$ cat src/rtl/locarb_pkg.sv
package locarb_pkg;
  localparam int LOC_W = 3;
  localparam int BIT_VALID = 7;
  localparam int BIT_ACTIVE = 5;
  localparam int BIT_WAITING = 2;
  localparam int BIT_REQUEST = 1;

  typedef struct packed {
    logic             hit;
    logic [LOC_W-1:0] loc;
    logic             req;
    logic             rel;
  } strobe_t;
endpackage

$ cat src/rtl/loc_ctrl.sv
module loc_ctrl
  import locarb_pkg::*;
#(
  parameter int NUM_LOC = 5,
  parameter int OFS_W   = 12,
  localparam int ADDR_W = LOC_W + OFS_W
) (
  input  logic              wrEn,
  input  logic [ADDR_W-1:0] addr,
  input  logic [7:0]        wrData,
  output strobe_t           stb,
  output logic              rdHit,
  output logic [LOC_W-1:0]  rdLoc
);
  localparam logic [LOC_W-1:0] LAST_LOC = LOC_W'(NUM_LOC - 1);

  logic [LOC_W-1:0] locField;
  logic             regHit;
  logic             unusedBits;

  assign locField   = addr[ADDR_W-1:OFS_W];
  assign regHit     = (locField <= LAST_LOC) && (addr[OFS_W-1:0] == '0);
  assign unusedBits = ^{wrData[7:6], wrData[4:2], wrData[0]};

  always_comb begin
    stb.hit = wrEn && regHit;
    stb.loc = locField;
    stb.req = wrData[BIT_REQUEST];
    stb.rel = wrData[BIT_ACTIVE];
  end

  assign rdHit = regHit;
  assign rdLoc = locField;
endmodule

$ cat src/rtl/loc_dp.sv
module loc_dp
  import locarb_pkg::*;
#(
  parameter int NUM_LOC = 5
) (
  input  logic               clk,
  input  logic               rstN,
  input  strobe_t            stb,
  input  logic               rdHit,
  input  logic [LOC_W-1:0]   rdLoc,
  output logic [7:0]         rdData,
  output logic               ownerValid,
  output logic [LOC_W-1:0]   owner,
  output logic [NUM_LOC-1:0] pending,
  output logic               locChange
);
  logic                isOwnerWr;
  logic                relNow;
  logic [NUM_LOC-1:0]  pendMerged;
  logic [NUM_LOC-1:0]  pendNext;
  logic                nextValid;
  logic [LOC_W-1:0]    nextOwner;
  logic [LOC_W-1:0]    winner;
  logic                changeNow;

  assign isOwnerWr = stb.hit && ownerValid && (owner == stb.loc);
  assign relNow    = isOwnerWr && stb.rel;

  always_comb begin
    pendMerged = pending;
    for (int i = 0; i < NUM_LOC; i++) begin
      if (stb.hit && !isOwnerWr && (stb.loc == LOC_W'(i))) begin
        if (stb.req) pendMerged[i] = 1'b1;
        if (stb.rel) pendMerged[i] = 1'b0;
      end
    end
  end

  always_comb begin
    winner = '0;
    for (int i = 0; i < NUM_LOC; i++) begin
      if (pendMerged[i]) winner = LOC_W'(i);
    end
  end

  always_comb begin
    pendNext = pendMerged;
    if (ownerValid && !relNow) begin
      nextValid = 1'b1;
      nextOwner = owner;
    end else if (pendMerged != '0) begin
      nextValid = 1'b1;
      nextOwner = winner;
      for (int i = 0; i < NUM_LOC; i++) begin
        if (winner == LOC_W'(i)) pendNext[i] = 1'b0;
      end
    end else begin
      nextValid = 1'b0;
      nextOwner = '0;
    end
  end

  assign changeNow = (nextValid != ownerValid) ||
                     (nextValid && (nextOwner != owner));

  always_ff @(posedge clk) begin
    if (!rstN) begin
      ownerValid <= 1'b0;
      owner      <= '0;
      pending    <= '0;
      locChange  <= 1'b0;
    end else begin
      ownerValid <= nextValid;
      owner      <= nextOwner;
      pending    <= pendNext;
      locChange  <= changeNow;
    end
  end

  always_comb begin
    rdData = 8'h00;
    if (rdHit) begin
      rdData[BIT_VALID] = 1'b1;
      if (ownerValid && (owner == rdLoc)) begin
        rdData[BIT_ACTIVE]  = 1'b1;
        rdData[BIT_WAITING] = (pending != '0);
      end
      for (int i = 0; i < NUM_LOC; i++) begin
        if (rdLoc == LOC_W'(i)) rdData[BIT_REQUEST] = pending[i];
      end
    end
  end
endmodule

$ cat src/rtl/loc_arbiter.sv
module loc_arbiter
  import locarb_pkg::*;
#(
  parameter int NUM_LOC = 5,
  parameter int OFS_W   = 12,
  localparam int ADDR_W = LOC_W + OFS_W
) (
  input  logic              clk,
  input  logic              rstN,
  input  logic              wrEn,
  input  logic [ADDR_W-1:0] addr,
  input  logic [7:0]        wrData,
  output logic [7:0]        rdData,
  output logic              locChange
);
  strobe_t            stb;
  logic               rdHit;
  logic [LOC_W-1:0]   rdLoc;
  logic               ownerValid;
  logic [LOC_W-1:0]   owner;
  logic [NUM_LOC-1:0] pending;

  loc_ctrl #(.NUM_LOC(NUM_LOC), .OFS_W(OFS_W)) u_ctrl (
    .wrEn(wrEn), .addr(addr), .wrData(wrData),
    .stb(stb), .rdHit(rdHit), .rdLoc(rdLoc)
  );

  loc_dp #(.NUM_LOC(NUM_LOC)) u_dp (
    .clk(clk), .rstN(rstN), .stb(stb), .rdHit(rdHit), .rdLoc(rdLoc),
    .rdData(rdData), .ownerValid(ownerValid), .owner(owner),
    .pending(pending), .locChange(locChange)
  );
endmodule

$ cat config.mk
export PLATFORM = sky130hd
export DESIGN_NAME = loc_arbiter
export DESIGN_NICKNAME = d
export VERILOG_FILES = /design/src/rtl/locarb_pkg.sv /design/src/rtl/loc_ctrl.sv /design/src/rtl/loc_dp.sv /design/src/rtl/loc_arbiter.sv
export SDC_FILE = /design/constraint.sdc
export NUM_CORES = 1
export LEC_CHECK = 0
export CAP_MARGIN = 20
export CORE_ASPECT_RATIO = 1.1
export CORE_MARGIN = 5
export CORE_UTILIZATION = 25
export CTS_BUF_LIST = sky130_fd_sc_hd__clkbuf_4
export CTS_CLUSTER_SIZE = 12
export DETAILED_ROUTE_END_ITERATION = 16
export GPL_TIMING_DRIVEN = 0
export SLEW_MARGIN = 20
export SYNTH_ARGS = -nofsm -noshare
export SYNTH_HDL_FRONTEND = slang
export SYNTH_SLANG_ARGS = --single-unit
$ cat constraint.sdc
create_clock -name clk -period 4.65 [get_ports clk]
set_input_delay 0.93 -clock clk [delete_from_list [all_inputs] [get_ports clk]]
set_output_delay 0.93 -clock clk [all_outputs]
set_load 0.03 [all_outputs]
* Word-level counts from Yosys, hierarchy flattened
Index checks and enable logic that the tools add are counted.
** Storage, ports and cells
- Flip-flop bits (word level) :: 10
- Latch bits :: 0
- RAM bits :: 0
- ROM bits :: 0
- Input bits :: 26
- Output and inout port bits :: 9
- Word-level logic and storage cells :: 78
- Memories kept :: 0
** Cells by class
- $add $sub $neg :: 0
- Multiply operators :: 0
- Div/mod/pow operators :: 0
- $lt $le $gt $ge :: 1
- Equal/unequal tests :: 11
- Shift-type cells :: 0
- Mux-type cells :: 40
- Bitwise gates (word level) :: 0
- Reductions and logical operators :: 22
** Operator list (count)
- $mux 1 :: 32
- $logic_and 1x1->1 :: 14
- $eq 3x2->1 const B :: 4
- $logic_not 12->1 :: 1
- $mux 5 :: 2
- $reduce_bool 5->1 :: 2
- $mux 3 :: 3
- $eq 3x1->1 const B :: 2
- $eq 3x3->1 const B :: 2
- $logic_not 3->1 :: 2
- $mux 2 :: 3
- $eq 3x3->1 :: 1
- $le 3x3->1 const B :: 1
- $ne 3x3->1 :: 1
- $logic_not 1->1 :: 2
- $logic_or 1x1->1 :: 1
- $ne 1x1->1 :: 1

* Longest topological paths before layout
Gate-level depths: netlist of run 1.
- Depth after elaboration :: 18
- Gate-level depth with buffers :: 12
- Mapped depth without buffers :: 9

* Hierarchy
Synthesis of run 1 repeated with hierarchy kept, for this count alone.
** Second synthesis, totals
- Cells, all modules :: 103
- Area total of the unflattened synthesis :: 979.7 sq um
** Modules (own cells, without submodules)
- loc_dp :: times used 1, cells an instance 89, area an instance 874.6 sq um, sequential area each 200.2 sq um
- loc_ctrl :: times used 1, cells an instance 14, area an instance 105.1 sq um, sequential area each 0.0 sq um

* Worst setup path after synthesis of run 1
No wires, ideal clock.
- Path type :: input to output
- From :: input port addr[14]
- To :: output port rdData[2]
- Data arrival time :: 2.352 ns
- Required time :: 3.720 ns
- Path slack :: 1.368 ns
- Cell stages on the path :: 5
- Path buffers :: 1
- Cell sequence :: buf_6 xnor2_1 nand4_2 nor2_1 o41a_1
** Between the ends
- Word-level cells in the longest chain between the ends :: 4
- Elaborated cells on any way between the ends :: 6
- Those cells by class :: 1 x order compare; 1 x eq/ne; 2 x mux; 2 x reduce/logical
** RTL lines
- start: declaration :: line loc_arbiter.sv:11 : input logic [ADDR_W-1:0] addr,
- parallel branches: the longest is 3 deep, another holds $le 3x3->1
- $mux 2 (*) :: line loc_dp.sv:82 : if (rdHit) begin
- end: declaration :: line loc_arbiter.sv:13 : output logic [7:0] rdData,
Every way passes the cells marked *.

* Worst setup path after layout of run 1
- From :: input port addr[12]
- To :: output port rdData[2]
The elaborated chain is that of the path after synthesis.

==> summary.txt, run 1 <==
Die
  • Row count: 22
  • Height of the die: 72.7 um
  • Die area: 4870 um^2
  • DIE WIDTH: 67.0 um
  • Initial Utilization: 0.264
  • Core box area: 3390 um^2
  • Top-level I/O count: 35

CTS
  • PostCTS Resize Cnt: 0
  • H-tree Lvls: 1
  • CTS max path bufs: 2
  • Post-CTS Hold Fix Bufs: 0
  • TritonCTS Sinks: 10
  • Worst-path clk slew: 70 ps
  • Setup Buffers After CTS: 0
  • Root buffer cell: clkbuf_4
  • Clock Latency Late Sink: 270 ps
  • Cts bufs inserted: 3
  • CTS tree: done

Timing
  • Max Slew Vio Count: 0
  • Finish-stage setup viols: 0
  • Final hold vios: 0
  • PnR worst setup slack: 606 ps
  • Tcrit/Tclk final: 0.870
  • Final Skew: 4.11 ps
  • Fin crit period: 4040 ps
  • Setup TNS: 0 ps
  • RSZ-0062 raised after global routing: no
  • F_max: 247 MHz

Cells and area
  • # diodes: 0
  • Layout cells sized above 1: 0.173
  • Synthesis-to-layout area growth: 34.5%
  • Final #Nets: 160

Global route
  • Met1 Use GR: 0.150
  • Met3 GRT Util: 0.0262
  • Met2 Usage GRT: 0.165
  • Initial antenna violation count: 0
  • Largest net degree at the start of global routing: 11
  • Total grt overflow: 0
  • Gr usage total: 0.108
  • Top Usage Layer GRT: met2
  • Number of global-route vias before repair: 906
  • First-pass GRT wire length: 4170 um

Logic synthesis
  • Adder-Cell Fraction of Synth Area: 0
  • Most instantiated cells after synthesis: 10 x dfxtp_1, 7 x nor2_1, 6 x a21oi_1, 6 x buf_4, 6 x nor3_1
  • Simple-gate share of the synthesized area: 0.270
  • Syn Inst Count: 105
  • Multiplexer area fraction after synthesis: 0.0616
  • Prevailing post-synth register cell: dfxtp_1
  • FFs w/ async S/R, synth: 0
  • Compound-Gate Fraction of Synth Area: 0.282
  • Largest family of logic cells by synthesized area: compound AO/OA/AOI/OAI gates
  • Synthesized flop and latch total: 10
  • Count leader, synth: dfxtp_1
  • Synth area leader: dfxtp_1
  • Post-synth top area share: 0.224
  • Sequential area share after synthesis: 0.224
  • EDFF count, synth: 0
  • Synth warn: 0
  • Mapped Avg Cell Area: 8.51 um^2
  • XOR/XNOR Fraction of Synth Area: 0.0476
  • Synth area leaders: dfxtp_1 22%, buf_4 5.0%, mux2i_1 4.5%
  • Synth Cell Area: 893 um^2
  • Netlist cell types: 45

Critical path
  • Arr. time, crit path: 3110 ps
  • Reg2reg path depth: 10
  • Setup CP Type: input port to output pin
  • FF-to-FF End: u_dp.locChange
  • Crit-path max FO: 10
  • Crit path capture: rdData[2]
  • Crit end category: output pin
  • Critical Path RT: 3720 ps
  • CP startpoint kind: input port
  • Reg-to-reg slack, setup: 2230 ps
  • RR Startpoint: u_dp.owner[1]
  • CP Launch Point: addr[12]

Job
  • Max Cap Viol: 0

Routing
  • Antenna violation net count after detailed routing: 0
  • Via Count: 938
  • Post-route DRC: 0
  • Via-to-Cell Ratio: 5.18
  • Routed len/inst: 14.0 um
  • Total wire length: 2540 um
  • Drt pass-1 iters: 4
  • Initial DRC Count: 38

Power
  • Pwr per Cell Area: 155 nW/um^2
  • Leakage: 0.479 nW
  • Worst VDD drop: 0.107 mV

Placement
  • GPL Wtd Cong: 0.864
  • HPWL Detailed: 1950 um
  • Setup Slack @ Placement: 627 ps
  • # port buffers: 21

Outcome
  • Outcome: finished, final reports clean

Min path
  • Worst min-delay path startpoint: u_dp.owner[1]
  • Hold Crit Class: flip-flop to flip-flop
placed cells by master (no fill, tap or decap), drive strengths merged, types with 2 or more instances in the layout:
cell           Yosys  routed
and4               4       4
nor2b              5       5
nand2              3       3
o211a              2       2
inv                2       2
a41o               2       2
a31oi              4       4
and3               4       4
o31a               2       2
clkbuf             1       4
clkdlybuf4s50      0      21
conb               1       4
nor2               7       7
mux2i              4       4
nor3               6       6
nand4              2       2
a21oi              7       7
nor4               3       3
o21ai              4       4
dfxtp             10      10
buf               11      11
a41oi              5       5
xnor2              3       3
worst min path at each step:
stage                    endpoint  cells after the start
global route        u_dp.owner[1]                      2
finish              u_dp.owner[1]                      2
CTS                 u_dp.owner[1]                      2
global placement    u_dp.owner[1]                      2
floorplan           u_dp.owner[1]                      2
detailed placement  u_dp.owner[1]                      2
critical path, stage by stage:
cell             delay, ps
clkdlybuf4s50_1        480
buf_4                  200
xnor2_2                140
nand4_2                230
nor2_1                 250
o41a_1                 200
clkdlybuf4s50_1        680
kinds of logic after synthesis:
kind of cell,count (synthesis)
AND/OR/NAND/NOR,40
AO/OA/AOI/OAI,31
flip-flops,10
other,1
buffers and inverters,14
multiplexers,5
XOR/XNOR,4
layer usage:
metal | vias to the layer above | routed length [um]
met2 | 35 | 1010
met3 | 5 | 251
met1 | 442 | 1250
li1 | 456 | -
met5 | - | 0
met4 | 0 | 27
state kept, by name (all words and copies together), names as in the netlist:
register	flops
u_dp.owner	3
u_dp.ownerValid	1
u_dp.locChange	1
u_dp.pending	5
final cells by class:
cell class,count,area [um^2]
Fill cell,374,2180
Multi-Input combinational cell,84,606
Timing Repair Buffer,21,210
Sequential cell,10,200
Buffer,12,91.3
Tap cell,48,60.1
Clock buffer,3,22.5
Inverter,2,7.51
Clock inverter,1,3.75
power by group:
part	total, mW	switching, mW	internal, mW
logic	0.0391	0.0186	0.0205
clock network	0.0620	0.0310	0.0310
registers	0.0856	0.00000102	0.0856
through the flow:
step	std cells	hold slack (ps)	power, mW	utilization	area [um^2]
2_1_floorplan	108	528	0.108	-	905
3_3_place_gp	177	563	0.126	0.347	1170
3_5_place_dp	177	568	0.126	0.347	1170
4_1_cts	181	576	0.188	0.355	1200
5_1_grt	181	615	0.197	0.355	1200
6_report	181	574	0.187	0.355	1200
No activity file was read; power rests on OpenSTA's default activity.
==> run 2: changes to the inputs <==
--- a/config.mk
+++ b/config.mk
@@ -13,6 +13,7 @@
 export CTS_CLUSTER_SIZE = 12
 export DETAILED_ROUTE_END_ITERATION = 16
 export GPL_TIMING_DRIVEN = 0
+export PLACE_DENSITY_LB_ADDON = 0.1
 export SLEW_MARGIN = 20
 export SYNTH_ARGS = -nofsm -noshare
 export SYNTH_HDL_FRONTEND = slang
==> run 2 against run 1 <==
Compared with the run above:
- sequential power about the same
- critical path type unchanged
- worst setup slack improved by 11 ps
- via count fell by 1.8%
- design area shrank 0.31%
- die area did not move
- largest power group unchanged
- sequential share of layout area is 0.052 points higher
- first-iteration DRC count shrank 18%
- combinational power hardly changed
- core utilization fell by 0.11 points
- power down 1.5%
- final cell count is 0.55% lower
==> summary.txt, run 2 (same netlist as run 1, synthesis figures left out) <==
Outcome
  • Outcome: finished, final reports clean

Cells and area
  • Largest register FFs: 5 (unchanged)
  • Fillers: 354 (-5.3%)
  • Layout cells sized above 1: 0.174 (+0.00131)
  • Commonest non-fill, non-tap cell in the layout: clkdlybuf4s50_1
  • # diodes: 0 (unchanged)
  • Most frequent cells in the layout: 21 x clkdlybuf4s50_1, 10 x dfxtp_1, 7 x nor2_1
  • Largest registers: u_dp.pending (5), u_dp.owner (3)
  • Final instance area: 1200 um^2 (-0.31%)
  • Final #Nets: 160 (unchanged)
  • Synthesis-to-layout area growth: 34.0%
  • Layout Cells excl Fill: 180 (-0.55%)
  • Most flop-heavy register: u_dp.pending

CTS
  • H-tree Lvls: 1 (unchanged)
  • TritonCTS Sinks: 10 (unchanged)
  • Setup Buffers After CTS: 0 (unchanged)
  • Post-CTS Hold Fix Bufs: 0 (unchanged)
  • Worst-path clk slew: 60 ps (about the same)
  • CTS tree: done
  • Root buffer cell: clkbuf_4
  • PostCTS Resize Cnt: 0 (unchanged)
  • CTS max path bufs: 2 (unchanged)
  • Clock Latency Late Sink: 270 ps (about the same)
  • Cts bufs inserted: 3 (unchanged)

Timing
  • Final Skew: 5.25 ps (+1.14 ps)
  • Final hold vios: 0 (unchanged)
  • Worst Hold Margin: 572 ps (-2.48 ps)
  • Fin crit period: 4030 ps (-11.2 ps)
  • F_max: 248 MHz (+0.28%)
  • Finish-stage setup viols: 0 (unchanged)
  • Max Slew Vio Count: 0 (unchanged)
  • Setup TNS: 0 ps (unchanged)
  • Tcrit/Tclk final: 0.867 (-0.00242)
  • RSZ-0062 raised after global routing: no

Critical path
  • CP startpoint kind: input port
  • CP max-delay cell: clkdlybuf4s50_1
  • Largest stage delay, worst path: 680 ps (about the same)
  • Critical Path RT: 3720 ps (about the same)
  • Crit path top cell by count: clkdlybuf4s50_1
  • Reg2reg path depth: 10 (unchanged)
  • WP depth: 7 (unchanged)
  • Crit path capture: rdData[2]
  • Crit end category: output pin
  • Critical path buffer and inverter count: 3 (unchanged)
  • RR Startpoint: u_dp.owner[2]
  • Reg-to-reg slack, setup: 2250 ps (+20 ps)
  • Delay-heaviest family, CP: buffers and inverters
  • Setup CP Type: input port to output pin
  • CP Launch Point: addr[12]
  • Arr. time, crit path: 3100 ps (about the same)
  • Sequence of cells on the critical path: clkdlybuf4s50_1 -> buf_4 -> xnor2_2 -> nand4_2 -> nor2_1 -> o41a_1 -> clkdlybuf4s50_1
  • Crit-path max FO: 10 (unchanged)
  • FF-to-FF End: u_dp.locChange

Die
  • DIE WIDTH: 67.0 um (unchanged)
  • Die area: 4870 um^2 (unchanged)
  • Row count: 22 (unchanged)
  • Height of the die: 72.7 um (unchanged)
  • Top-level I/O count: 35 (unchanged)
  • Initial Utilization: 0.264 (unchanged)
  • Core box area: 3390 um^2 (unchanged)

Job
  • Max Cap Viol: 0 (unchanged)

Routing
  • Via-to-Cell Ratio: 5.12 (-1.3%)
  • Routed len/inst: 14.3 um (+1.9%)
  • Antenna violation net count after detailed routing: 0 (unchanged)
  • Total wire length: 2570 um (+1.4%)
  • Post-route DRC: 0 (unchanged)
  • Drt pass-1 iters: 4 (unchanged)
  • Initial DRC Count: 31 (-18%)
  • Via Count: 921 (-1.8%)

Global route
  • Gr usage total: 0.107 (-0.00119)
  • Initial antenna violation count: 0 (unchanged)
  • Top Usage Layer GRT: met2
  • First-pass GRT wire length: 4070 um (-2.5%)
  • Met2 Usage GRT: 0.167 (+0.00220)
  • Met3 GRT Util: 0.0231 (-0.00308)
  • Number of global-route vias before repair: 905 (-0.11%)
  • Met1 Use GR: 0.133 (-0.0173)
  • Largest net degree at the start of global routing: 11 (unchanged)
  • Total grt overflow: 0 (unchanged)

Placement
  • GPL Wtd Cong: 0.808 (-6.5%)
  • HPWL Detailed: 1980 um (+1.2%)
  • # port buffers: 21 (unchanged)
  • Cell area after placement: 1170 um^2 (unchanged)
  • Placed Cells: 177 (unchanged)

Min path
  • Hold Crit Class: flip-flop to flip-flop

Power
  • NetSw: 0.0479 mW (-3.4%)
  • Sequential share of power: 0.465 (+0.007)
  • Comb power frac: 0.212 (+0.002)
  • Sw Share: 0.260 (-0.00524)
  • Tot Pwr: 0.184 mW (-1.5%)
  • Worst VDD drop: 0.104 mV (-2.6%)
  • P_int: 0.136 mW (-0.79%)
  • Pwr per Cell Area: 154 nW/um^2 (-1.2%)
  • Leakage: 0.477 nW (-0.33%)
  • Clk pwr share: 0.322 (-0.010)
## run 2: cell count changes in the layout (fill, tap and decap cells not counted)
cell,before,now
clkinv_1,1,0
## run 2: per-stage QoR
step / utilization / worst slack, ps
after global routing: 0.354 / 541
after CTS: 0.354 / 622
after floorplan: - / 1370
after detailed placement: 0.347 / 633
after global placement: 0.347 / 613
final: 0.354 / 617
## run 2: worst min path at each step
| stage | cells past startpoint | endpoint | startpoint | slack (ps) |
|---|---|---|---|---|
| after floorplan | 2 | u_dp.owner[1] | u_dp.owner[1] | 530 |
| after global placement | 2 | u_dp.owner[1] | u_dp.owner[1] | 570 |
| after detailed placement | 2 | u_dp.owner[1] | u_dp.owner[1] | 570 |
| after CTS | 2 | u_dp.owner[1] | u_dp.owner[1] | 580 |
| after global routing | 2 | u_dp.owner[1] | u_dp.owner[1] | 610 |
| final | 2 | u_dp.owner[1] | u_dp.owner[1] | 570 |
## run 2: worst reg2reg max path, cell delays in order (launching register included)
cell	delay, ps
dfxtp_1	350
xnor2_1	240
nand4_2	240
and3_4	250
buf_6	130
a41oi_1	340
buf_2	270
xor2_1	90
o21ai_1	120
o311a_1	200
a21oi_2	50
## run 2: power groups by stage
stage / Combinational (mW) / Clock, mW / Sequential [mW]
floorplan: 0.0200 / 0 / 0.0876
global placement: 0.0387 / 0 / 0.0876
detailed placement: 0.0389 / 0 / 0.0876
CTS: 0.0391 / 0.0608 / 0.0856
global route: 0.0420 / 0.0639 / 0.0855
finish: 0.0391 / 0.0593 / 0.0856
## run 2: cell type report
cell class | instances | area, um^2 | share of cell area
timing repair buffer | 21 | 210 | 0.176
inverter | 2 | 7.51 | 0.00627
tap | 48 | 60.1 | 0.0502
buffer | 12 | 91.3 | 0.0763
multi-input combinational | 84 | 606 | 0.506
clock buffer | 3 | 22.5 | 0.0188
sequential | 10 | 200 | 0.167
## run 2: routing by layer
metal  part of all wire  vias to the layer above  wire (um)
met2               0.42                       35       1070
met5                  0                        -          0
met3               0.10                        7        265
met1               0.46                      427       1170
met4              0.022                        0         57
li1                   -                      452          -
==> run 3: changes to the inputs <==
--- a/config.mk
+++ b/config.mk
@@ -5,6 +5,7 @@
 export SDC_FILE = /design/constraint.sdc
 export NUM_CORES = 1
 export LEC_CHECK = 0
+export ABC_AREA = 0
 export CAP_MARGIN = 20
 export CORE_ASPECT_RATIO = 1.1
 export CORE_MARGIN = 5
@@ -12,8 +13,9 @@
 export CTS_BUF_LIST = sky130_fd_sc_hd__clkbuf_4
 export CTS_CLUSTER_SIZE = 12
 export DETAILED_ROUTE_END_ITERATION = 16
+export GPL_ROUTABILITY_DRIVEN = 0
 export GPL_TIMING_DRIVEN = 0
-export PLACE_DENSITY_LB_ADDON = 0.1
+export PLACE_DENSITY = 0.48
 export SLEW_MARGIN = 20
 export SYNTH_ARGS = -nofsm -noshare
 export SYNTH_HDL_FRONTEND = slang
==> run 3 against run 2 <==
Compared with the run above:
- sequential power hardly changed
- clock skew down 2.7 ps
- hold slack worse by 0.76 ps
- worst setup slack lost 16 ps
- clock-buffer cell count is the same
==> summary.txt, run 3 (same netlist as run 1, synthesis figures left out) <==
Global route
  • Gr usage total: 0.111 (+0.00406)
  • Largest net degree at the start of global routing: 11 (unchanged)
  • Initial antenna violation count: 0 (unchanged)
  • First-pass GRT wire length: 4240 um (+4.2%)
  • Number of global-route vias before repair: 892 (-1.4%)
  • Total grt overflow: 0 (unchanged)

Timing
  • Fin crit period: 4050 ps (+15.7 ps)
  • Max Slew Vio Count: 0 (unchanged)
  • Setup TNS: 0 ps (unchanged)
  • Final Skew: 2.57 ps (-2.68 ps)
  • Final hold vios: 0 (unchanged)
  • Finish-stage setup viols: 0 (unchanged)
  • RSZ-0062 raised after global routing: no
  • PnR worst setup slack: 601 ps (-15.7 ps)
  • Tcrit/Tclk final: 0.871 (+0.00338)
  • Worst Hold Margin: 571 ps (-0.757 ps)
  • F_max: 247 MHz (-0.39%)

Die
  • Row count: 22 (unchanged)
  • Core box area: 3390 um^2 (unchanged)
  • Initial Utilization: 0.264 (unchanged)
  • Top-level I/O count: 35 (unchanged)
  • Die area: 4870 um^2 (unchanged)
  • Height of the die: 72.7 um (unchanged)
  • DIE WIDTH: 67.0 um (unchanged)

Cells and area
  • # diodes: 0 (unchanged)
  • Layout Cells excl Fill: 180 (unchanged)
  • Final instance area: 1200 um^2 (unchanged)
  • Most flop-heavy register: u_dp.pending
  • Layout cells sized above 1: 0.174 (unchanged)
  • Fillers: 367 (+3.7%)
  • Largest registers: u_dp.pending (5), u_dp.owner (3)
  • Final #Nets: 160 (unchanged)
  • Synthesis-to-layout area growth: 34.0% (unchanged)
  • Most frequent cells in the layout: 21 x clkdlybuf4s50_1, 10 x dfxtp_1, 7 x nor2_1
  • Largest register FFs: 5 (unchanged)
  • Util after Layout: 0.354 (unchanged)
  • Commonest non-fill, non-tap cell in the layout: clkdlybuf4s50_1

Routing
  • Routed len/inst: 13.7 um (-3.9%)
  • Drt pass-1 iters: 4 (unchanged)
  • Post-route DRC: 0 (unchanged)
  • Via-to-Cell Ratio: 5.17 (+0.98%)
  • Total wire length: 2470 um (-3.9%)
  • Antenna violation net count after detailed routing: 0 (unchanged)
  • Via Count: 930 (+0.98%)
  • Initial DRC Count: 12 (-61%)

Critical path
  • Arr. time, crit path: 3120 ps (+20 ps)
  • Crit-path max FO: 10 (unchanged)
  • CP startpoint kind: input port
  • Largest stage delay, worst path: 680 ps (about the same)
  • Crit path top cell by count: clkdlybuf4s50_1
  • Critical Path RT: 3720 ps (about the same)
  • Crit end category: output pin
  • Setup CP Type: input port to output pin
  • CP max-delay cell: clkdlybuf4s50_1
  • Sequence of cells on the critical path: clkdlybuf4s50_1 -> buf_4 -> xnor2_2 -> nand4_2 -> nor2_1 -> o41a_1 -> clkdlybuf4s50_1

CTS
  • Setup Buffers After CTS: 0 (unchanged)
  • Root buffer cell: clkbuf_4
  • Worst-path clk slew: 60 ps (about the same)
  • CTS tree: done
  • Post-CTS Hold Fix Bufs: 0 (unchanged)
  • CTS max path bufs: 2 (unchanged)
  • TritonCTS Sinks: 10 (unchanged)
  • Cts bufs inserted: 3 (unchanged)
  • H-tree Lvls: 1 (unchanged)
  • Clock Latency Late Sink: 270 ps (about the same)
  • PostCTS Resize Cnt: 0 (unchanged)

Placement
  • HPWL Detailed: 1910 um (-3.6%)
  • Placed Cells: 177 (unchanged)
  • # port buffers: 21 (unchanged)
  • Cell area after placement: 1170 um^2 (unchanged)
  • Setup Slack @ Placement: 611 ps (-22.1 ps)

Min path
  • Hold Crit Class: flip-flop to flip-flop

Job
  • Max Cap Viol: 0 (unchanged)

Power
  • Worst VDD drop: 0.0820 mV (-21%)
  • Pwr per Cell Area: 153 nW/um^2 (-0.62%)
  • Tot Pwr: 0.183 mW (-0.62%)
  • Leakage: 0.477 nW (unchanged)

Outcome
  • Outcome: finished, final reports clean
## run 3: final timing paths
| path | from | endpoint | slack, ps | cells past startpoint |
|---|---|---|---|---|
| max | addr[12] | rdData[2] | 600 | 7 |
| min | u_dp.owner[1] | u_dp.owner[1] | 570 | 2 |
| max reg2reg | u_dp.owner[2] | u_dp.locChange | 2240 | 10 |
| min reg2reg | u_dp.owner[1] | u_dp.owner[1] | 570 | 2 |
## run 3: worst max-delay path: cells and delay by family
| kind | cells | cell delay (ps) |
|---|---|---|
| XOR/XNOR | 1 | 140 |
| buffers and inverters | 3 | 1370 |
| AND/OR/NAND/NOR | 2 | 480 |
| AO/OA/AOI/OAI | 1 | 190 |
## run 3: power breakdown
part | internal (mW) | switching, mW
Sequential | 0.0856 | 0.000000923
Combinational | 0.0205 | 0.0185
Clock | 0.0299 | 0.0283
Total | 0.136 | 0.0468
## run 3: layer usage
layer | vias up | routed length [um] | global-route usage
met1 | 438 | 1070 | 0.135
met2 | 32 | 1150 | 0.185
met5 | - | 0 | 0
met3 | 6 | 221 | 0.0293
met4 | 0 | 33 | 0.0405
li1 | 454 | - | -
## run 3: cell type report
type	count	area (um^2)	area share
Clock buffer	3	22.5	0.0188
Buffer	12	91.3	0.0763
Timing Repair Buffer	21	210	0.176
Tap cell	48	60.1	0.0502
Multi-Input combinational cell	84	606	0.506
Sequential cell	10	200	0.167
Inverter	2	7.51	0.00627
